==> config.mk <==
export PLATFORM = sky130hd
export DESIGN_NAME = ctl_spi_regfile
export DESIGN_NICKNAME = d
export VERILOG_FILES = /design/src/rtl/spi_rf_pkg.sv /design/src/rtl/spi_pin_sync.sv /design/src/rtl/spi_frame_engine.sv /design/src/rtl/ctl_reg_bank.sv /design/src/rtl/ctl_spi_regfile.sv
export SDC_FILE = /design/constraint.sdc
export NUM_CORES = 1
export LEC_CHECK = 0
export ABC_AREA = 1
export ABC_CLOCK_PERIOD_IN_PS = 2400
export BUFFER_PORTS_ARGS = -buffer_cell sky130_fd_sc_hd__buf_2
export CAP_MARGIN = 20
export CORE_AREA = 8 8 97 186
export DETAILED_ROUTE_END_ITERATION = 8
export DIE_AREA = 0 0 105 194
export PLACE_DENSITY = 0.57
export SETUP_SLACK_MARGIN = 0.02
export SLEW_MARGIN = 20
export SYNTH_ARGS = -nofsm -noshare
export SYNTH_HDL_FRONTEND = slang
export SYNTH_SLANG_ARGS = --single-unit
==> constraint.sdc <==
create_clock -name clk -period 2.4 [get_ports clk]
set_clock_uncertainty 0.15 [all_clocks]
set_input_delay 0.12 -clock clk [delete_from_list [all_inputs] [get_ports clk]]
set_output_delay 0.12 -clock clk [all_outputs]
set_load 0.01 [all_outputs]
==> src/rtl/spi_rf_pkg.sv <==
// Package: shared frame layout, address map and field widths for the
// SPI control register slave. Assumes a single fixed frame format.
package spi_rf_pkg;
    localparam int ADDR_W     = 6;
    localparam int DATA_W     = 16;
    localparam int HDR_BITS   = 1 + ADDR_W;
    localparam int FRAME_BITS = HDR_BITS + DATA_W + 1;
    localparam int CNT_W      = $clog2(FRAME_BITS + 2);
    localparam int ALM_W      = 4;
    localparam int EN_W       = 9;
    localparam int LIN_W      = 8;
    localparam int PH_W       = 4;
    localparam int ADCC_W     = 4;
    localparam int ADCV_W     = 8;

    localparam logic [ADDR_W-1:0] A_CTRL   = 6'h00;
    localparam logic [ADDR_W-1:0] A_ALARM  = 6'h01;
    localparam logic [ADDR_W-1:0] A_MASK   = 6'h02;
    localparam logic [ADDR_W-1:0] A_EN     = 6'h03;
    localparam logic [ADDR_W-1:0] A_LIN    = 6'h04;
    localparam logic [ADDR_W-1:0] A_LO     = 6'h05;
    localparam logic [ADDR_W-1:0] A_ADC    = 6'h06;
    localparam logic [ADDR_W-1:0] A_ADCOUT = 6'h0C;

    // Frame content captured when chip select is released.
    typedef struct packed {
        logic              is_read;
        logic [ADDR_W-1:0] addr;
        logic [DATA_W-1:0] data;
        logic              odd_ones;
        logic              too_few;
        logic              too_many;
    } frame_t;
endpackage

==> src/rtl/spi_pin_sync.sv <==
// Multi-stage synchronizer for a bus of independent asynchronous pins.
// Assumes each bit may be sampled on its own; no bus coherence is implied.
module spi_pin_sync #(
    parameter int               WIDTH   = 3,
    parameter int               STAGES  = 2,
    parameter logic [WIDTH-1:0] RST_VAL = '0
) (
    input  logic             clk,
    input  logic             rst_n,
    input  logic [WIDTH-1:0] d,
    output logic [WIDTH-1:0] q
);
    logic [STAGES-1:0][WIDTH-1:0] stg;

    // Shift the pin values through the synchronizer chain.
    always_ff @(posedge clk) begin
        if (!rst_n) stg <= {STAGES{RST_VAL}};
        else        stg <= {stg[STAGES-2:0], d};
    end

    assign q = stg[STAGES-1];
endmodule

==> src/rtl/spi_frame_engine.sv <==
// Mode-0 frame shifter: counts rising SCLK edges, shifts MOSI in, asks for
// read data once the header is complete and shifts it out on falling edges.
// Assumes synchronized pin levels and an SCLK well below clk.
module spi_frame_engine
    import spi_rf_pkg::*;
(
    input  logic              clk,
    input  logic              rst_n,
    input  logic              sclk_s,
    input  logic              csn_s,
    input  logic              mosi_s,
    input  logic [DATA_W-1:0] rd_data,
    output logic              rd_req,
    output logic [ADDR_W-1:0] rd_addr,
    output logic              frame_done,
    output frame_t            frame,
    output logic              miso
);
    localparam logic [CNT_W-1:0] CNT_HDR  = CNT_W'(HDR_BITS);
    localparam logic [CNT_W-1:0] CNT_FULL = CNT_W'(FRAME_BITS);
    localparam logic [CNT_W-1:0] CNT_SAT  = CNT_W'(FRAME_BITS + 1);

    logic                  sclk_d, csn_d;
    logic                  sclk_rise, sclk_fall, csn_rise, csn_fall;
    logic [FRAME_BITS-1:0] rx;
    logic [CNT_W-1:0]      cnt;
    logic [DATA_W-1:0]     tx;
    logic                  tx_act;

    // Remember previous pin levels for edge detection.
    always_ff @(posedge clk) begin
        if (!rst_n) begin
            sclk_d <= 1'b0;
            csn_d  <= 1'b1;
        end else begin
            sclk_d <= sclk_s;
            csn_d  <= csn_s;
        end
    end

    assign sclk_rise = sclk_s & ~sclk_d;
    assign sclk_fall = ~sclk_s & sclk_d;
    assign csn_rise  = csn_s & ~csn_d;
    assign csn_fall  = ~csn_s & csn_d;

    assign rd_addr = rx[ADDR_W-1:0];
    assign rd_req  = ~csn_s & sclk_fall & (cnt == CNT_HDR) & rx[HDR_BITS-1];

    // Receive shift, edge count and transmit shift for one frame.
    always_ff @(posedge clk) begin
        if (!rst_n) begin
            rx     <= '0;
            cnt    <= '0;
            tx     <= '0;
            tx_act <= 1'b0;
        end else if (csn_fall) begin
            rx     <= '0;
            cnt    <= '0;
            tx_act <= 1'b0;
        end else if (csn_rise) begin
            tx_act <= 1'b0;
        end else if (!csn_s) begin
            if (sclk_rise) begin
                rx <= {rx[FRAME_BITS-2:0], mosi_s};
                if (cnt != CNT_SAT) cnt <= cnt + 1'b1;
            end
            if (rd_req) begin
                tx     <= rd_data;
                tx_act <= 1'b1;
            end else if (sclk_fall && tx_act) begin
                tx <= {tx[DATA_W-2:0], 1'b0};
            end
        end
    end

    assign miso       = tx_act & tx[DATA_W-1];
    assign frame_done = csn_rise;

    // Decode the captured frame for the register bank.
    always_comb begin
        frame.is_read  = rx[FRAME_BITS-1];
        frame.addr     = rx[FRAME_BITS-2 -: ADDR_W];
        frame.data     = rx[DATA_W:1];
        frame.odd_ones = ^rx;
        frame.too_few  = cnt < CNT_FULL;
        frame.too_many = cnt > CNT_FULL;
    end
endmodule

==> src/rtl/ctl_reg_bank.sv <==
// Register bank: holds the writable fields, commits validated write frames,
// raises masked sticky alarms and returns read data by address.
// Assumes frame_done and rd_req never coincide (they come from one frame).
module ctl_reg_bank
    import spi_rf_pkg::*;
#(
    parameter logic [7:0] CHIP_ID = 8'h0A,
    parameter logic [3:0] REV     = 4'h1
) (
    input  logic              clk,
    input  logic              rst_n,
    input  logic              frame_done,
    input  frame_t            frame,
    input  logic              rd_req,
    input  logic [ADDR_W-1:0] rd_addr,
    output logic [DATA_W-1:0] rd_data,
    input  logic              adc_status,
    input  logic [ADCV_W-1:0] adc_value,
    output logic              par_en,
    output logic [EN_W-1:0]   en,
    output logic [LIN_W-1:0]  lin,
    output logic              lo_sb,
    output logic [PH_W-1:0]   i_ph,
    output logic [PH_W-1:0]   q_ph,
    output logic [ADCC_W-1:0] adc_ctl,
    output logic [ALM_W-1:0]  mask,
    output logic [ALM_W-1:0]  alarm
);
    logic              len_ok, par_bad, addr_bad, commit, soft_rst;
    logic [ALM_W-1:0]  new_alarm;
    logic [DATA_W-1:0] wd;

    function automatic logic addr_impl(input logic [ADDR_W-1:0] a);
        return (a <= A_ADC) || (a == A_ADCOUT);
    endfunction

    assign wd        = frame.data;
    assign len_ok    = ~frame.too_few & ~frame.too_many;
    assign par_bad   = len_ok & par_en & frame.odd_ones;
    assign addr_bad  = len_ok & ~addr_impl(frame.addr);
    assign commit    = frame_done & len_ok & ~par_bad & ~addr_bad & ~frame.is_read;
    assign soft_rst  = commit & (frame.addr == A_CTRL) & wd[14];
    assign new_alarm = frame_done ?
        ({par_bad, frame.too_few, frame.too_many, addr_bad} & ~mask) : '0;

    // Commit validated writes; reset or soft reset clears every field.
    always_ff @(posedge clk) begin
        if (!rst_n || soft_rst) begin
            par_en  <= 1'b0;
            mask    <= '0;
            en      <= '0;
            lin     <= '0;
            lo_sb   <= 1'b0;
            i_ph    <= '0;
            q_ph    <= '0;
            adc_ctl <= '0;
        end else if (commit) begin
            case (frame.addr)
                A_CTRL: par_en  <= wd[15];
                A_MASK: mask    <= wd[15:12];
                A_EN:   en      <= wd[EN_W-1:0];
                A_LIN:  lin     <= wd[LIN_W-1:0];
                A_LO: begin
                    lo_sb <= wd[10];
                    q_ph  <= wd[7:4];
                    i_ph  <= wd[3:0];
                end
                A_ADC:  adc_ctl <= wd[ADCC_W-1:0];
                default: ;
            endcase
        end
    end

    // Sticky alarms: set at frame end, cleared when the alarm register is read.
    always_ff @(posedge clk) begin
        if (!rst_n || soft_rst)
            alarm <= '0;
        else
            alarm <= ((rd_req && rd_addr == A_ALARM) ? '0 : alarm) | new_alarm;
    end

    // Assemble read data for the addressed register.
    always_comb begin
        rd_data = '0;
        case (rd_addr)
            A_CTRL:   rd_data = {par_en, 3'b000, CHIP_ID, REV};
            A_ALARM:  rd_data = {alarm, 12'h000};
            A_MASK:   rd_data = {mask, 12'h000};
            A_EN:     rd_data[EN_W-1:0] = en;
            A_LIN:    rd_data[LIN_W-1:0] = lin;
            A_LO:     rd_data = {5'b00000, lo_sb, 2'b00, q_ph, i_ph};
            A_ADC:    rd_data[ADCC_W-1:0] = adc_ctl;
            A_ADCOUT: rd_data[ADCV_W:0] = {adc_status, adc_value};
            default:  rd_data = '0;
        endcase
    end
endmodule

==> src/rtl/ctl_spi_regfile.sv <==
// Top: SPI mode-0 control register slave with parallel register outputs.
// Assumes SCLK half period of at least four clk cycles.
module ctl_spi_regfile
    import spi_rf_pkg::*;
#(
    parameter int         SYNC_STAGES = 2,
    parameter logic [7:0] CHIP_ID     = 8'h0A,
    parameter logic [3:0] REV         = 4'h1
) (
    input  logic              clk,
    input  logic              rst_n,
    input  logic              spi_sclk,
    input  logic              spi_csn,
    input  logic              spi_mosi,
    output logic              spi_miso,
    input  logic              adc_status_i,
    input  logic [ADCV_W-1:0] adc_value_i,
    output logic              parity_en_o,
    output logic [EN_W-1:0]   enable_o,
    output logic [LIN_W-1:0]  linearize_o,
    output logic              lo_sideband_o,
    output logic [PH_W-1:0]   i_phase_o,
    output logic [PH_W-1:0]   q_phase_o,
    output logic [ADCC_W-1:0] adc_ctrl_o,
    output logic [ALM_W-1:0]  alarm_mask_o,
    output logic [ALM_W-1:0]  alarm_o
);
    logic [2:0]        pins_s;
    logic              rd_req, frame_done;
    logic [ADDR_W-1:0] rd_addr;
    logic [DATA_W-1:0] rd_data;
    frame_t            frame;

    spi_pin_sync #(.WIDTH(3), .STAGES(SYNC_STAGES), .RST_VAL(3'b010)) u_sync (
        .clk(clk), .rst_n(rst_n),
        .d({spi_sclk, spi_csn, spi_mosi}), .q(pins_s)
    );

    spi_frame_engine u_eng (
        .clk(clk), .rst_n(rst_n),
        .sclk_s(pins_s[2]), .csn_s(pins_s[1]), .mosi_s(pins_s[0]),
        .rd_data(rd_data), .rd_req(rd_req), .rd_addr(rd_addr),
        .frame_done(frame_done), .frame(frame), .miso(spi_miso)
    );

    ctl_reg_bank #(.CHIP_ID(CHIP_ID), .REV(REV)) u_bank (
        .clk(clk), .rst_n(rst_n),
        .frame_done(frame_done), .frame(frame),
        .rd_req(rd_req), .rd_addr(rd_addr), .rd_data(rd_data),
        .adc_status(adc_status_i), .adc_value(adc_value_i),
        .par_en(parity_en_o), .en(enable_o), .lin(linearize_o),
        .lo_sb(lo_sideband_o), .i_ph(i_phase_o), .q_ph(q_phase_o),
        .adc_ctl(adc_ctrl_o), .mask(alarm_mask_o), .alarm(alarm_o)
    );
endmodule

==> flow_summary.json <==
{
  "status": "completed",
  "cp-end-kind": "flop",
  "vdd_drop_max_v": 0.000362,
  "fill_cells": 1631,
  "synthCells": 625,
  "dieWidth_um": 105,
  "drive_gt1_frac": 0.214,
  "via_per_inst": 5.06,
  "gr-usage-all-layers": 0.132,
  "ff2ff_setup_slack_ns": 0.08,
  "r2r_start": "u_eng.rx[0]",
  "ys_types": 41,
  "multi_input_area_mm2": 0.00251,
  "hold_depth": 3,
  "final.min_clock_period_ns": 2.32,
  "post-dp-hpwl_um": 10400,
  "initial_core_util": 0.294,
  "worstMarginPinSlew_ns": 0.656,
  "drv_slew": 0,
  "cts_buffer_depth": 2,
  "synthMostInstantiatedCell": "nand2_1",
  "setup_violations": 0,
  "synth.area.top_cells": "dfxtp_1, nand2_1, a21oi_1, nand4_1, inv_1",
  "clock_latency_ns": 0.34,
  "clkSlewWorstSetupHoldPaths_ns": 0.07,
  "fin_crit_sh": 0.967,
  "synth.largest_area_cell": "dfxtp_1",
  "fin_nets": 731,
  "yosysSeqAreaShare": 0.406,
  "port_buffers": 53,
  "max_clock_freq_ghz": 0.431,
  "io_pins": 54,
  "ant_nets": 0,
  "cellLeakagePower_nw": 2.38,
  "ff2ff_path_depth": 15,
  "crit_arrival_ns": 2.44,
  "initialDrtViolationCount": 256,
  "dieArea_mm2": 0.0204,
  "ys_warn_count": 0,
  "maxCapViolations": 0,
  "cts_tree": "built",
  "synth-seq-cells": 93,
  "row_count": 65,
  "root_buffer": "clkbuf_16",
  "reg2reg_to": "u_bank.en[5]",
  "critPathKind": "reg2reg",
  "antenna_found_initial": 0,
  "grt_max_degree": 35,
  "synth_area_mm2": 0.00459,
  "wl_per_cell_um": 16.0,
  "hold_class": "in2reg",
  "h-tree-depth": 3,
  "required_ns": 2.52,
  "wl_um": 14500,
  "cts_buffers": 9,
  "synth_top_area_frac": 0.406,
  "synth_commonest_cells": "nand2_1, dfxtp_1, inv_1",
  "seq_area_mm2": 0.00186,
  "critical_path.max_fanout": 8,
  "holdPathEnd": "u_eng.tx[1]",
  "syn2layout_area_growth_pct": 29.1,
  "die_h_um": 194,
  "critPathLaunchType": "flop",
  "async_flop_share": 0,
  "grt_pass1_vias": 4209,
  "power_density_mw_per_mm2": 562,
  "vias": 4605,
  "synth-edff-count": 0,
  "core_area_mm2": 0.0156,
  "postCtsSetupRepairBufs": 0,
  "drc": 0,
  "clkSinkCount": 93,
  "n_antenna_cell": 0,
  "gp_congestion": 0.849,
  "worstHoldStart": "rst_n",
  "grt_overflow": 0,
  "fin_util": 0.379,
  "syn_area_per_cell_um2": 7.34,
  "slew-limit-headroom": 0.563,
  "hold_viol_final": 0,
  "grt_pass1_wl_um": 21800,
  "synth_fp_nets": 652,
  "hold_ws_ns": 0.0361,
  "yosys_most_used_dff": "dfxtp_1",
  "first_pass_iters": 5
}
## critical path, cell delays in order, from the launching register on
cell,delay [ns]
dfxtp_2,0.36
inv_2,0.07
ha_4,0.26
inv_1,0.03
nand2_1,0.07
nand3b_1,0.14
nand2_2,0.09
nand2_1,0.05
nand2_1,0.06
nand2_1,0.08
nand3_1,0.14
nand3_4,0.18
nand4_4,0.15
nand2_8,0.10
clkbuf_16,0.19
a21oi_1,0.13
## registers in the layout (all words and copies together) (netlist names)
name / count
u_bank.alarm: 4
u_bank.lo_sb: 1
u_bank.lin: 8
u_bank.en: 9
u_sync.q: 3
u_sync.stg: 3
u_bank.adc_ctl: 4
u_bank.i_ph: 4
u_eng.sclk_d: 1
u_eng.cnt: 5
u_eng.rx: 24
u_bank.par_en: 1
u_eng.tx: 16
u_eng.tx_act: 1
u_bank.q_ph: 4
u_bank.mask: 4
u_eng.csn_d: 1
## worst max-delay path by stage
stage	startpoint	endpoint	cells past startpoint
after floorplan	u_eng.rx[1]	u_bank.adc_ctl[0]	17
after global placement	u_eng.rx[0]	u_bank.lin[4]	17
after detailed placement	u_eng.rx[0]	u_bank.lin[0]	17
after CTS	u_eng.rx[0]	u_bank.en[2]	17
after global routing	u_eng.rx[0]	u_bank.en[0]	15
final	u_eng.rx[0]	u_bank.en[5]	15
## metrics by stage
stage	setup slack, ns	instance area [µm²]	power [mW]	std cells	setup TNS (ns)
6_report	0.0797	5920	3.33	910	0
5_1_grt	-0.000571	5920	3.45	910	-0.000571
4_1_cts	0.0425	5610	3.33	900	0
3_5_place_dp	-0.00193	5230	1.72	881	-0.00197
3_3_place_gp	0.0870	5230	1.72	881	0
2_1_floorplan	0.216	4590	1.68	625	0
## cells by family after synthesis
group	count (synthesis)	share of synthesized area
flip-flops	93	0.406
AO/OA/AOI/OAI	132	0.180
adder cells (fa/ha/maj)	13	0.0355
buffers and inverters	90	0.0807
AND/OR/NAND/NOR	289	0.283
XOR/XNOR	8	0.0153
## per-layer routing
metal	vias to the layer above	part of all wire	track usage
met5	-	0	0
met2	141	0.49	0.219
met3	22	0.048	0.0280
met4	0	0.015	0.0405
li1	2298	-	-
met1	2144	0.44	0.165
## cell usage in the layout (no fill, tap or decap), drive strengths merged, types with 3 or more instances in the layout
cell type / n
clkbuf: 17
nand2: 159
buf: 84
a21oi: 64
dlygate4sd3: 3
nand4: 42
dfxtp: 93
a22oi: 14
or2: 3
a31oi: 4
xnor2: 5
nor2: 43
nand3: 30
xor2: 3
o21ai: 18
a211oi: 26
ha: 13
clkinv: 5
nor3: 9
inv: 59
## report_power, final
group | total (mW) | switching, mW | leakage [nW] | internal [mW]
clock | 1.62 | 0.616 | 0.169 | 1.00
sequential | 1.56 | 0.00869 | 0.752 | 1.55
combinational | 0.148 | 0.0910 | 1.46 | 0.0572
## area by class of cell
type	instances	area share
Clock inverter	4	0.0131
Sequential cell	93	0.315
Multi-Input combinational cell	444	0.424
Tap cell	201	0.0425
Clock buffer	12	0.0450
Timing Repair inverter	1	0.00127
Inverter	63	0.0406
Timing Repair Buffer	92	0.119
## repair_timing
action	in CTS	in global routing
setup endpoints to repair	8	52
resized for setup	1	30
endpoints found under the hold margin	3	0
pin swaps	0	5
hold buffers	3	0
gates cloned	0	10
(Power assumes the default switching activity.)
